<file path="src/rtl/mx4_pkg.sv">
package mx4_pkg;
  localparam int LANES     = 16;
  localparam int ELEM_W    = 4;
  localparam int SCALE_W   = 8;
  localparam int WORD_W    = 32;
  localparam int ELEMS_W   = LANES * ELEM_W;
  localparam int BLOCK_W   = ELEMS_W + SCALE_W;
  localparam int OUT_W     = LANES * WORD_W;
  localparam logic [WORD_W-1:0] QUIET_NAN = 32'h7FC0_0000;

  // strobes from control to datapath
  typedef struct packed {
    logic load1;
    logic load2;
  } stageCtl_t;

  // decoded shared scale: value = sig * 2^exp (exp two's complement)
  typedef struct packed {
    logic       sign;
    logic       nan;
    logic [3:0] sig;
    logic [5:0] exp;
  } scaleDec_t;
endpackage

</file>
<file path="src/rtl/mx4_scale_dec.sv">
module mx4_scale_dec
  import mx4_pkg::*;
(
  input  logic [SCALE_W-1:0] code,
  output scaleDec_t          dec
);
  logic hidden;

  always_comb begin
    hidden   = (code[6:3] != 4'd0);
    dec.sign = code[7];
    dec.nan  = (code[6:0] == 7'h7F);
    dec.sig  = {hidden, code[2:0]};
    // integer significand carries 3 fraction bits, bias 7
    dec.exp  = hidden ? ({2'b00, code[6:3]} - 6'd10) : 6'b110111;
  end
endmodule

</file>
<file path="src/rtl/mx4_lane.sv">
module mx4_lane
  import mx4_pkg::*;
(
  input  logic [ELEM_W-1:0] elemCode,
  input  scaleDec_t         scale,
  output logic [WORD_W-1:0] word
);
  logic       eSign;
  logic [1:0] eSig;
  logic [5:0] eExp;
  logic [5:0] prod;
  logic [2:0] lead;
  logic [7:0] sumExp;
  logic [7:0] biased;
  logic [22:0] frac;
  logic       rSign;

  always_comb begin
    eSign = elemCode[3];
    eSig  = {(elemCode[2:1] != 2'b00), elemCode[0]};
    // integer significand carries 1 fraction bit, bias 1
    eExp  = (elemCode[2:1] == 2'b00) ? 6'h3F : ({4'b0, elemCode[2:1]} - 6'd2);
    prod  = {4'b0, eSig} * {2'b0, scale.sig};
    lead  = 3'd0;
    for (int b = 0; b < 6; b++) begin
      if (prod[b]) lead = 3'(b);
    end
    sumExp = {{2{eExp[5]}}, eExp} + {{2{scale.exp[5]}}, scale.exp};
    biased = sumExp + {5'b0, lead} + 8'd127;
    frac   = {17'b0, prod} << (5'd23 - {2'b0, lead});
    rSign  = eSign ^ scale.sign;
    if (scale.nan)        word = QUIET_NAN;
    else if (prod == '0)  word = {rSign, 31'b0};
    else                  word = {rSign, biased, frac};
  end
endmodule

</file>
<file path="src/rtl/mx4_ctrl.sv">
module mx4_ctrl
  import mx4_pkg::*;
(
  input  logic      clk,
  input  logic      rstN,
  input  logic      inValid,
  input  logic      outReady,
  output logic      inReady,
  output logic      outValid,
  output stageCtl_t ctl
);
  logic stage1Full, stage2Full;
  logic adv1, adv2;

  always_comb begin
    adv2      = !stage2Full || outReady;
    adv1      = !stage1Full || adv2;
    inReady   = adv1;
    outValid  = stage2Full;
    ctl.load1 = inValid && adv1;
    ctl.load2 = stage1Full && adv2;
  end

  always_ff @(posedge clk) begin
    if (!rstN) begin
      stage1Full <= 1'b0;
      stage2Full <= 1'b0;
    end else begin
      if (adv1) stage1Full <= inValid;
      if (adv2) stage2Full <= stage1Full;
    end
  end
endmodule

</file>
<file path="src/rtl/mx4_datapath.sv">
module mx4_datapath
  import mx4_pkg::*;
(
  input  logic               clk,
  input  stageCtl_t          ctl,
  input  logic [BLOCK_W-1:0] inBlock,
  output logic [OUT_W-1:0]   outData
);
  scaleDec_t          scaleIn, scaleReg;
  logic [ELEMS_W-1:0] elemReg;
  logic [OUT_W-1:0]   laneWords;

  mx4_scale_dec scaleDec_i (
    .code (inBlock[BLOCK_W-1:ELEMS_W]),
    .dec  (scaleIn)
  );

  always_ff @(posedge clk) begin
    if (ctl.load1) begin
      elemReg  <= inBlock[ELEMS_W-1:0];
      scaleReg <= scaleIn;
    end
  end

  for (genvar i = 0; i < LANES; i++) begin : g_lane
    mx4_lane lane_i (
      .elemCode (elemReg[i*ELEM_W +: ELEM_W]),
      .scale    (scaleReg),
      .word     (laneWords[i*WORD_W +: WORD_W])
    );
  end

  always_ff @(posedge clk) begin
    if (ctl.load2) outData <= laneWords;
  end
endmodule

</file>
<file path="src/rtl/mx4_block_dequant.sv">
module mx4_block_dequant
  import mx4_pkg::*;
(
  input  logic               clk,
  input  logic               rstN,
  input  logic               inValid,
  output logic               inReady,
  input  logic [BLOCK_W-1:0] inBlock,
  output logic               outValid,
  input  logic               outReady,
  output logic [OUT_W-1:0]   outData
);
  stageCtl_t ctl;

  mx4_ctrl ctrl_i (
    .clk      (clk),
    .rstN     (rstN),
    .inValid  (inValid),
    .outReady (outReady),
    .inReady  (inReady),
    .outValid (outValid),
    .ctl      (ctl)
  );

  mx4_datapath dp_i (
    .clk     (clk),
    .ctl     (ctl),
    .inBlock (inBlock),
    .outData (outData)
  );
endmodule

</file>
<file path="config.mk">
export PLATFORM = sky130hd
export DESIGN_NAME = mx4_block_dequant
export DESIGN_NICKNAME = d
export VERILOG_FILES = /design/src/rtl/mx4_pkg.sv /design/src/rtl/mx4_scale_dec.sv /design/src/rtl/mx4_lane.sv /design/src/rtl/mx4_ctrl.sv /design/src/rtl/mx4_datapath.sv /design/src/rtl/mx4_block_dequant.sv
export SDC_FILE = /design/constraint.sdc
export NUM_CORES = 1
export LEC_CHECK = 0
export BUFFER_PORTS_ARGS = -buffer_cell sky130_fd_sc_hd__buf_2
export CORE_ASPECT_RATIO = 0.5
export CORE_MARGIN = 2
export CORE_UTILIZATION = 59
export DETAILED_ROUTE_END_ITERATION = 7
export PLACE_DENSITY = 0.79
export SLEW_MARGIN = 15
export SYNTH_ARGS = -nofsm -noshare
export SYNTH_HDL_FRONTEND = slang
export SYNTH_HIERARCHICAL = 1
export SYNTH_SLANG_ARGS = --single-unit
</file>
<file path="constraint.sdc">
create_clock -name clk -period 42.9 [get_ports clk]
set_input_delay 8.58 -clock clk [delete_from_list [all_inputs] [get_ports clk]]
set_output_delay 8.58 -clock clk [all_outputs]
set_load 0.01 [all_outputs]
</file>
==> results of run 1 <==
==> synthesized netlist by cell type, drive strengths merged, types with 48 or more instances <==
| cell type | n |
|---|---|
| buf | 337 |
| nor2 | 145 |
| nand2 | 49 |
| edfxtp | 588 |
| o21ai | 53 |
| a21oi | 96 |
| a21o | 174 |
| fa | 64 |
| inv | 369 |
| nor2b | 73 |
| ha | 322 |
| and2 | 74 |
| xnor2 | 83 |
| nand3 | 48 |
| nor3 | 70 |
==> state kept, by name, summed over array words and instances, names as in the netlist <==
register	flops
ctrl_i/outValid	1
dp_i/elemReg	64
ctrl_i/stage1Full	1
dp_i/scaleReg	12
dp_i/outData	512
==> through the flow <==
stage          hold slack [ps]  instances  setup WS, ps
3_3_place_gp               514       4445         25330
4_1_cts                    545       4543         25320
2_1_floorplan              529       3361         10530
5_1_grt                    564       4548         25300
6_report                   536       4548         25320
3_5_place_dp               536       4445         25320
==> cell families (layout without fill, tap and decap cells) <==
kind of cell | Yosys count | after routing
XOR/XNOR | 129 | 129
AO/OA/AOI/OAI | 588 | 588
multiplexers | 43 | 43
adder cells (fa/ha/maj) | 386 | 386
buffers and inverters | 731 | 1088
flip-flops | 590 | 590
other | 16 | 293
AND/OR/NAND/NOR | 606 | 606
==> worst max-delay path, delay by kind of cell <==
| family | cells | cell delay [ps] |
|---|---|---|
| buffers and inverters | 2 | 270 |
| AND/OR/NAND/NOR | 1 | 150 |
==> per-layer routing <==
metal  global-route usage [%]  share of wire, %  vias to the layer above  wire (um)
li1                         -                 -                    11668          -
met1                     26.5                38                    11773      29700
met2                     44.6                53                      675      42100
met3                     3.47               4.4                      180       3480
met4                     10.9               4.5                        0       3580
met5                        0                 0                        -          0
==> final timing paths <==
path / to / slack (ps) / startpoint / depth (start not counted)
worst max-delay path: inReady / 25320 / outReady / 3
worst min-delay path: ctrl_i/stage1Full / 540 / ctrl_i/outValid / 2
worst max register to register: dp_i/outData[478] / 37720 / dp_i/scaleReg[6] / 16
worst min register to register: ctrl_i/stage1Full / 540 / ctrl_i/outValid / 2
==> area by class of cell <==
cell class	count	area, sq um
tap	825	1030
antenna	5	12.5
clock buffer	60	1400
sequential	590	17700
fill	4512	20100
multi-input combinational	2040	16400
timing repair buffer	612	3120
inverter	378	1460
clock inverter	38	418
==> power breakdown <==
part,leakage [nW],switching (mW),internal (mW)
combinational,12.1,0.252,0.191
sequential,5.51,0.0152,0.691
clock,0.882,0.223,0.274
==> results.py, run 1 <==
metrics = {
    "grt": {
        "grt-ovfl-total": 0,
        "grtUsageTotal_pct": 23.7,
        "grt_max_degree": 92,
        "antenna_found_initial": 5,
        "grt_pass1_wl_um": 124000,
        "grt_pass1_vias": 24047,
    },
    "min_path": {
        "hold_path_class": "reg2reg",
    },
    "sta": {
        "fin_setup_tns_ps": 0,
        "period_share_pct": 41.0,
        "worst_clock_skew_ps": 17.8,
        "finalHoldViolations": 0,
        "layout_min_cycle_time_ps": 17580,
        "setup_violations": 0,
        "maxSlewViolCount": 0,
        "fmax_ghz": 0.0569,
        "worst_slew_pin_slew_ps": 1090,
        "rsz0062_at_grt": "no",
        "max_slew_margin_pct": 27.2,
    },
    "yosys": {
        "synth-compound-area-share_pct": 13.1,
        "synth_seq_area_share_pct": 47.7,
        "synth_top_family_by_area": "adder cells",
        "synth_warnings": 6,
        "ys_types": 91,
        "synth-edff-count": 588,
        "synth_top_area_cell": "edfxtp_1",
        "synthMuxAreaShare_pct": 1.24,
        "synthesis.area_sq_um": 37100,
        "synth-main-ff-cell": "edfxtp_1",
        "async_reset_ff_share_pct": 0,
        "synth_fa_ha_area_share_pct": 14.3,
        "synth.avg_cell_area_sq_um": 12.0,
        "synth.area.top_cells": "edfxtp_1, ha_1, buf_4",
        "ys_seq_elements": 590,
        "yosys.area_share.simple_pct": 9.46,
        "syn_inst": 3089,
        "synth_top_area_share_pct": 47.5,
        "synthXorXnorAreaFrac_pct": 3.10,
    },
    "drt": {
        "first_iter_violations": 1562,
        "wl_um": 78900,
        "drt_pass1_iterations": 8,
        "drc": 0,
        "routedWlPerCell_um": 17.4,
        "vias": 24296,
        "ant_nets": 0,
        "vias_per_cell": 5.34,
    },
    "cells_and_area": {
        "layout_commonest_cell": "buf_2",
        "nets": 4138,
        "drive_gt1_share_pct": 24.4,
        "utilization_pct": 67.4,
        "fin_area_sq_um": 41600,
        "syn_to_final_growth_pct": 11.9,
        "final_cell_mix": "buf_2, edfxtp_1, inv_1",
    },
    "worst_setup_path": {
        "crit_required_ps": 34320,
        "max_stage_delay_ps": 150,
        "cp_slowest_cell": "nand3b_4",
        "crit_arrival_ps": 9000,
        "critPathKind": "in2out",
        "cpMostUsedCell": "buf_2",
        "endpoint_kind": "output pin",
        "crit_path_max_fanout": 2,
        "startpoint_type": "input port",
        "path_cells": "buf_2 -> nand3b_4 -> buf_2",
    },
    "die": {
        "start_util_pct": 60.2,
        "die_w_um": 359,
        "num_io_pins": 590,
        "die_y_um": 181,
        "dieArea_sq_um": 65100,
        "coreArea_sq_um": 61700,
        "rows": 64,
    },
    "clock_tree": {
        "cts_resized": 0,
        "root_buffer": "clkbuf_16",
        "postCtsHoldBufs": 0,
        "h-tree-depth": 2,
        "clockBufferDepth": 3,
        "clkTransAtPathRegs_ps": 60,
        "cts_tree": "yes",
        "cts_buffers": 54,
        "clk_latency_ps": 620,
        "numClockSinks": 590,
        "cts_setup_buffers": 0,
    },
    "status": {
        "status": "complete, no violations",
    },
    "pwr": {
        "p_per_area_nw_per_um2": 39.6,
        "power.total_mw": 1.65,
        "irDropWorstVdd_v": 0.0000299,
        "p_leak_nw": 18.5,
    },
    "job": {
        "drv_cap": 0,
    },
    "placed_design": {
        "gp_congestion": 0.880,
        "dpl.hpwl_um": 56300,
        "io_buffer_count": 589,
        "place_area_sq_um": 39700,
    },
}
(Power assumes the default switching activity.)
==> run 2, diff against run 1 <==
--- a/config.mk
+++ b/config.mk
@@ -8,9 +8,9 @@
 export BUFFER_PORTS_ARGS = -buffer_cell sky130_fd_sc_hd__buf_2
 export CORE_ASPECT_RATIO = 0.5
 export CORE_MARGIN = 2
-export CORE_UTILIZATION = 59
+export CORE_UTILIZATION = 54
 export DETAILED_ROUTE_END_ITERATION = 7
-export PLACE_DENSITY = 0.79
+export PLACE_DENSITY = 0.76
 export SLEW_MARGIN = 15
 export SYNTH_ARGS = -nofsm -noshare
 export SYNTH_HDL_FRONTEND = slang
==> constraint.sdc (replaced) <==
create_clock -name clk -period 14.85 [get_ports clk]
set_input_delay 2.97 -clock clk [delete_from_list [all_inputs] [get_ports clk]]
set_output_delay 2.97 -clock clk [all_outputs]
set_load 0.01 [all_outputs]
==> run 2 against run 1 <==
Against the previous run: sequential cell count did not move; register-to-register slack got worse by 28000 ps; die area rose by 9.1%; critical path type unchanged; via count fell by 0.93%; largest cell class unchanged; highest routed layer unchanged; global-route usage fell by 1.5 points.
==> results.py, run 2 (synthesis gave the netlist of run 1 again) <==
metrics = {
    "status": {
        "status": "complete, no violations",
    },
    "sta": {
        "setup_violations": 0,
        "worst_slew_pin_slew_ps": 1070,
        "maxSlewViolCount": 0,
        "fin_setup_tns_ps": 0,
        "worst_clock_skew_ps": 30.4,
        "period_share_pct": 42.8,
        "finalHoldViolations": 0,
        "fmax_ghz": 0.157,
        "layout_min_cycle_time_ps": 6360,
        "max_slew_margin_pct": 28.7,
        "rsz0062_at_grt": "no",
    },
    "clock_tree": {
        "cts_buffers": 54,
        "postCtsHoldBufs": 0,
        "clkTransAtPathRegs_ps": 60,
        "h-tree-depth": 2,
        "clk_latency_ps": 630,
        "root_buffer": "clkbuf_16",
        "cts_setup_buffers": 0,
        "clockBufferDepth": 3,
        "cts_resized": 0,
        "cts_tree": "yes",
        "numClockSinks": 590,
    },
    "cells_and_area": {
        "utilization_pct": 61.7,
        "drive_gt1_share_pct": 24.3,
        "layout_commonest_cell": "buf_2",
        "nets": 4139,
        "top_register": "dp_i/outData",
        "largest_reg_flops": 512,
        "biggestRegsByFlops": "dp_i/outData: 512 flops, dp_i/elemReg: 64 flops, dp_i/scaleReg: 12 flops",
        "syn_to_final_growth_pct": 12.1,
        "final_cell_mix": "buf_2, edfxtp_1, inv_1",
    },
    "worst_setup_path": {
        "crit_path_max_fanout": 2,
        "startpoint_type": "input port",
        "endpoint_kind": "output pin",
        "critPathKind": "in2out",
        "crit_arrival_ps": 3390,
        "crit_required_ps": 11880,
        "r2r_slack_ps": 9620,
    },
    "grt": {
        "grt_pass1_vias": 23765,
        "antenna_found_initial": 3,
        "grt_max_degree": 171,
        "grtUsageTotal_pct": 22.2,
        "grt-ovfl-total": 0,
        "grt_pass1_wl_um": 125000,
    },
    "drt": {
        "routedWlPerCell_um": 17.5,
        "first_iter_violations": 1538,
        "wl_um": 80700,
        "vias": 24070,
        "vias_per_cell": 5.21,
        "drc": 0,
        "ant_nets": 0,
        "drt_pass1_iterations": 5,
    },
    "pwr": {
        "irDropWorstVdd_v": 0.000116,
        "p_per_area_nw_per_um2": 114,
        "p_leak_nw": 18.5,
    },
    "die": {
        "coreArea_sq_um": 67500,
        "num_io_pins": 590,
        "die_y_um": 189,
        "dieArea_sq_um": 71000,
        "die_w_um": 375,
        "rows": 67,
        "start_util_pct": 55.0,
    },
    "placed_design": {
        "dpl.hpwl_um": 58700,
        "gp_congestion": 0.888,
        "io_buffer_count": 589,
    },
    "job": {
        "drv_cap": 0,
    },
    "min_path": {
        "hold_path_class": "reg2reg",
    },
}
## run 2: changes by cell type in the layout (fill, tap and decap cells not counted), sizes merged
cell	previous run	this run
buf	612	613
inv	374	375
clkinvlp	3	2
clkbuf	60	61
clkinv	33	35
diode	5	2
## run 2: critical path: stages
cell and delay (ps):
buf_2 120, nand3b_4 150, buf_2 150
## run 2: routing by layer
metal	global-route usage, %	part of all wire (%)
met1	25.9	39
met5	0	0
met2	41.6	53
met4	7.68	3.3
met3	3.27	4.8
## run 2: cell type report
| type | instances | area [sq um] |
|---|---|---|
| diodes | 2 | 5.00 |
| clock buffers | 61 | 1400 |
| clock inverters | 40 | 409 |
| fillers | 5258 | 25800 |
| inverters | 378 | 1460 |
| multi-input cells | 2040 | 16400 |
| flip-flops and latches | 590 | 17700 |
| well taps | 897 | 1120 |
| repair buffers | 613 | 3140 |
## run 2: power by group
group / switching [mW] / total, mW / internal [mW]
registers: 0.0494 / 2.05 / 2.00
clock network: 0.637 / 1.43 / 0.791
logic: 0.727 / 1.28 / 0.553
total: 1.41 / 4.75 / 3.34
## run 2: per-stage QoR
stage / power (mW) / cell area, sq um / std cells / worst slack [ps] / hold WS, ps
3_5_place_dp: 3.35 / 39800 / 4518 / 8490 / 533
4_1_cts: 4.80 / 41600 / 4619 / 8490 / 544
5_1_grt: 5.02 / 41600 / 4620 / 8480 / 571
2_1_floorplan: 3.10 / 38200 / 3361 / 3870 / 533
3_3_place_gp: 3.31 / 39800 / 4518 / 8490 / 523
6_report: 4.75 / 41600 / 4621 / 8490 / 535
## run 2: path summary, 6_finish.rpt
path,start,to,depth (start not counted)
min reg2reg,ctrl_i/outValid,ctrl_i/stage1Full,2
min,ctrl_i/outValid,ctrl_i/stage1Full,2
max reg2reg,dp_i/scaleReg[7],dp_i/outData[318],18
max,outReady,inReady,3
==> run 3, diff against run 2 <==
--- a/config.mk
+++ b/config.mk
@@ -8,9 +8,9 @@
 export BUFFER_PORTS_ARGS = -buffer_cell sky130_fd_sc_hd__buf_2
 export CORE_ASPECT_RATIO = 0.5
 export CORE_MARGIN = 2
-export CORE_UTILIZATION = 54
+export CORE_UTILIZATION = 59
 export DETAILED_ROUTE_END_ITERATION = 7
-export PLACE_DENSITY = 0.76
+export PLACE_DENSITY = 0.79
 export SLEW_MARGIN = 15
 export SYNTH_ARGS = -nofsm -noshare
 export SYNTH_HDL_FRONTEND = slang
==> constraint.sdc (replaced) <==
create_clock -name clk -period 6.1 [get_ports clk]
set_input_delay 1.22 -clock clk [delete_from_list [all_inputs] [get_ports clk]]
set_output_delay 1.22 -clock clk [all_outputs]
set_load 0.01 [all_outputs]
==> run 3 against run 2 <==
Against the previous run: hold slack about the same; clock power up 140%; core utilization grew 5.6 points; die area decreased by 8.3%; critical path depth rose by 12; first-iteration DRC count is 15% higher; non-clock buffer count shrank 1; clock skew is essentially flat; critical path type is now reg2reg; highest routed layer unchanged.
==> results.py, run 3 (synthesis gave the netlist of run 1 again) <==
metrics = {
    "cells_and_area": {
        "drive_gt1_share_pct": 24.4,
        "nets": 4137,
        "layout_commonest_cell": "buf_2",
        "fin_area_sq_um": 41500,
        "biggestRegsByFlops": "dp_i/outData: 512 flops, dp_i/elemReg: 64 flops, dp_i/scaleReg: 12 flops",
        "final_cell_mix": "buf_2, edfxtp_1, inv_1",
        "top_register": "dp_i/outData",
        "largest_reg_flops": 512,
        "syn_to_final_growth_pct": 11.8,
    },
    "pwr": {
        "irDropWorstVdd_v": 0.000272,
        "power.total_mw": 11.5,
        "comb_power_share_pct": 27.2,
        "power.internal_mw": 8.05,
        "switchingPower_mw": 3.44,
        "power_frac_seq_pct": 43.3,
        "p_leak_nw": 18.4,
        "p_sw_share_pct": 30.0,
        "p_clk_share_pct": 29.5,
        "p_per_area_nw_per_um2": 277,
    },
    "clock_tree": {
        "h-tree-depth": 2,
        "cts_tree": "yes",
        "cts_setup_buffers": 0,
        "root_buffer": "clkbuf_16",
        "postCtsHoldBufs": 0,
        "cts_buffers": 53,
        "cts_resized": 0,
        "numClockSinks": 590,
        "clk_latency_ps": 620,
        "clockBufferDepth": 3,
        "clkTransAtPathRegs_ps": 70,
    },
    "placed_design": {
        "io_buffer_count": 589,
        "gp_congestion": 0.889,
        "dpl.hpwl_um": 57200,
        "place_area_sq_um": 39800,
        "dp_slack_ps": 837,
    },
    "sta": {
        "layout_min_cycle_time_ps": 5320,
        "max_slew_margin_pct": 21.2,
        "finalHoldViolations": 0,
        "worst_clock_skew_ps": 30.8,
        "maxSlewViolCount": 0,
        "rsz0062_at_grt": "no",
        "fin_hold_ws_ps": 535,
        "worst_slew_pin_slew_ps": 1180,
        "period_share_pct": 87.2,
        "fin_setup_tns_ps": 0,
        "setup_violations": 0,
        "fmax_ghz": 0.188,
        "setup_slack_ps": 778,
    },
    "worst_setup_path": {
        "reg2reg_depth": 15,
        "path_buf_inv": 2,
        "path_cells": "and2_1 -> ha_1 -> fa_1 -> or3_1 -> o22ai_1 -> inv_1 -> fa_1 -> inv_1 -> ha_1 -> fa_1 -> a21oi_1 -> o21bai_1 -> a2111oi_0 -> a41oi_1 -> a41o_1",
        "crit_required_ps": 6450,
        "crit_arrival_ps": 5670,
        "startpoint_type": "register",
        "max_stage_delay_ps": 860,
        "crit_family": "adder cells",
        "cp_slowest_cell": "edfxtp_1",
        "endpoint_kind": "register",
        "critPathKind": "reg2reg",
        "cp.depth": 15,
        "cpMostUsedCell": "fa_1",
        "crit_path_max_fanout": 32,
    },
    "job": {
        "drv_cap": 0,
    },
    "drt": {
        "drt_pass1_iterations": 6,
        "wl_um": 79200,
        "wl_met1_um": 30800,
        "wl_met3_um": 3540,
        "routedWlPerCell_um": 17.4,
        "wl_met2_um": 42300,
        "drc": 0,
        "first_iter_violations": 1769,
        "topRoutingLayerUsed": "met4",
        "ant_nets": 0,
        "vias": 24040,
        "vias_per_cell": 5.29,
    },
    "grt": {
        "grt_pass1_vias": 23967,
        "grt_pass1_wl_um": 125000,
        "grt_max_degree": 174,
        "antenna_found_initial": 1,
        "grt-ovfl-total": 0,
        "grtUsageTotal_pct": 23.9,
    },
    "die": {
        "coreArea_sq_um": 61700,
        "start_util_pct": 60.2,
        "num_io_pins": 590,
        "dieArea_sq_um": 65100,
        "die_y_um": 181,
        "die_w_um": 359,
        "rows": 64,
    },
    "min_path": {
        "hold_path_class": "reg2reg",
        "holdPathStages": 2,
    },
    "status": {
        "status": "complete, no violations",
    },
}
run 3: cell types whose count changed in the layout (fill, tap and decap cells not counted), moves of 2 or more:
| cell | delta |
|---|---|
| clkinv_1 | -8 |
| buf_4 | -4 |
| buf_12 | +3 |
| clkinvlp_4 | +3 |
| clkbuf_1 | +2 |
| clkbuf_16 | -2 |
run 3: metrics by stage:
step / utilization (%) / std cells
4_1_cts: 67.3 / 4541
3_5_place_dp: 64.5 / 4445
3_3_place_gp: 64.5 / 4445
5_1_grt: 67.3 / 4542
2_1_floorplan: - / 3361
6_report: 67.3 / 4542
run 3: final cells by class:
cell class,count,area (sq um)
Fill cell,4517,20100
Sequential cell,590,17700
Multi-Input combinational cell,2040,16400
Timing Repair Buffer,612,3170
Inverter,378,1460
Clock buffer,61,1360
Tap cell,825,1030
Clock inverter,35,377
Antenna cell,1,2.50
run 3: path summary, 6_finish.rpt:
| kind | start | end | slack [ps] |
|---|---|---|---|
| max | dp_i/scaleReg[7] | dp_i/outData[510] | 780 |
| min | ctrl_i/outValid | ctrl_i/stage1Full | 540 |
| max reg2reg | dp_i/scaleReg[7] | dp_i/outData[510] | 780 |
| min reg2reg | ctrl_i/outValid | ctrl_i/stage1Full | 540 |
run 3: worst reg2reg max path: cells and delay by family (launching register included):
kind                       cells  cell delay (ps)
adders and majority gates      5             1810
AOI/OAI and AO/OA              6             1410
DFF                            1              860
and+or+nand+nor                2              800
buffers and inverters          2              200
run 3: power by group through the flow:
stage / logic [mW] / registers [mW] / clock network [mW]
final: 3.12 / 4.98 / 3.39
after global routing: 3.48 / 5.00 / 3.65
after CTS: 3.12 / 4.98 / 3.49
after detailed placement: 3.10 / 5.06 / 0
after global placement: 3.00 / 5.06 / 0
after floorplan: 2.33 / 5.22 / 0
run 3: routing by layer:
layer,vias up,track usage [%]
met4,0,7.98
li1,11665,-
met3,165,3.68
met1,11603,27.8
met2,607,45.1
met5,-,0
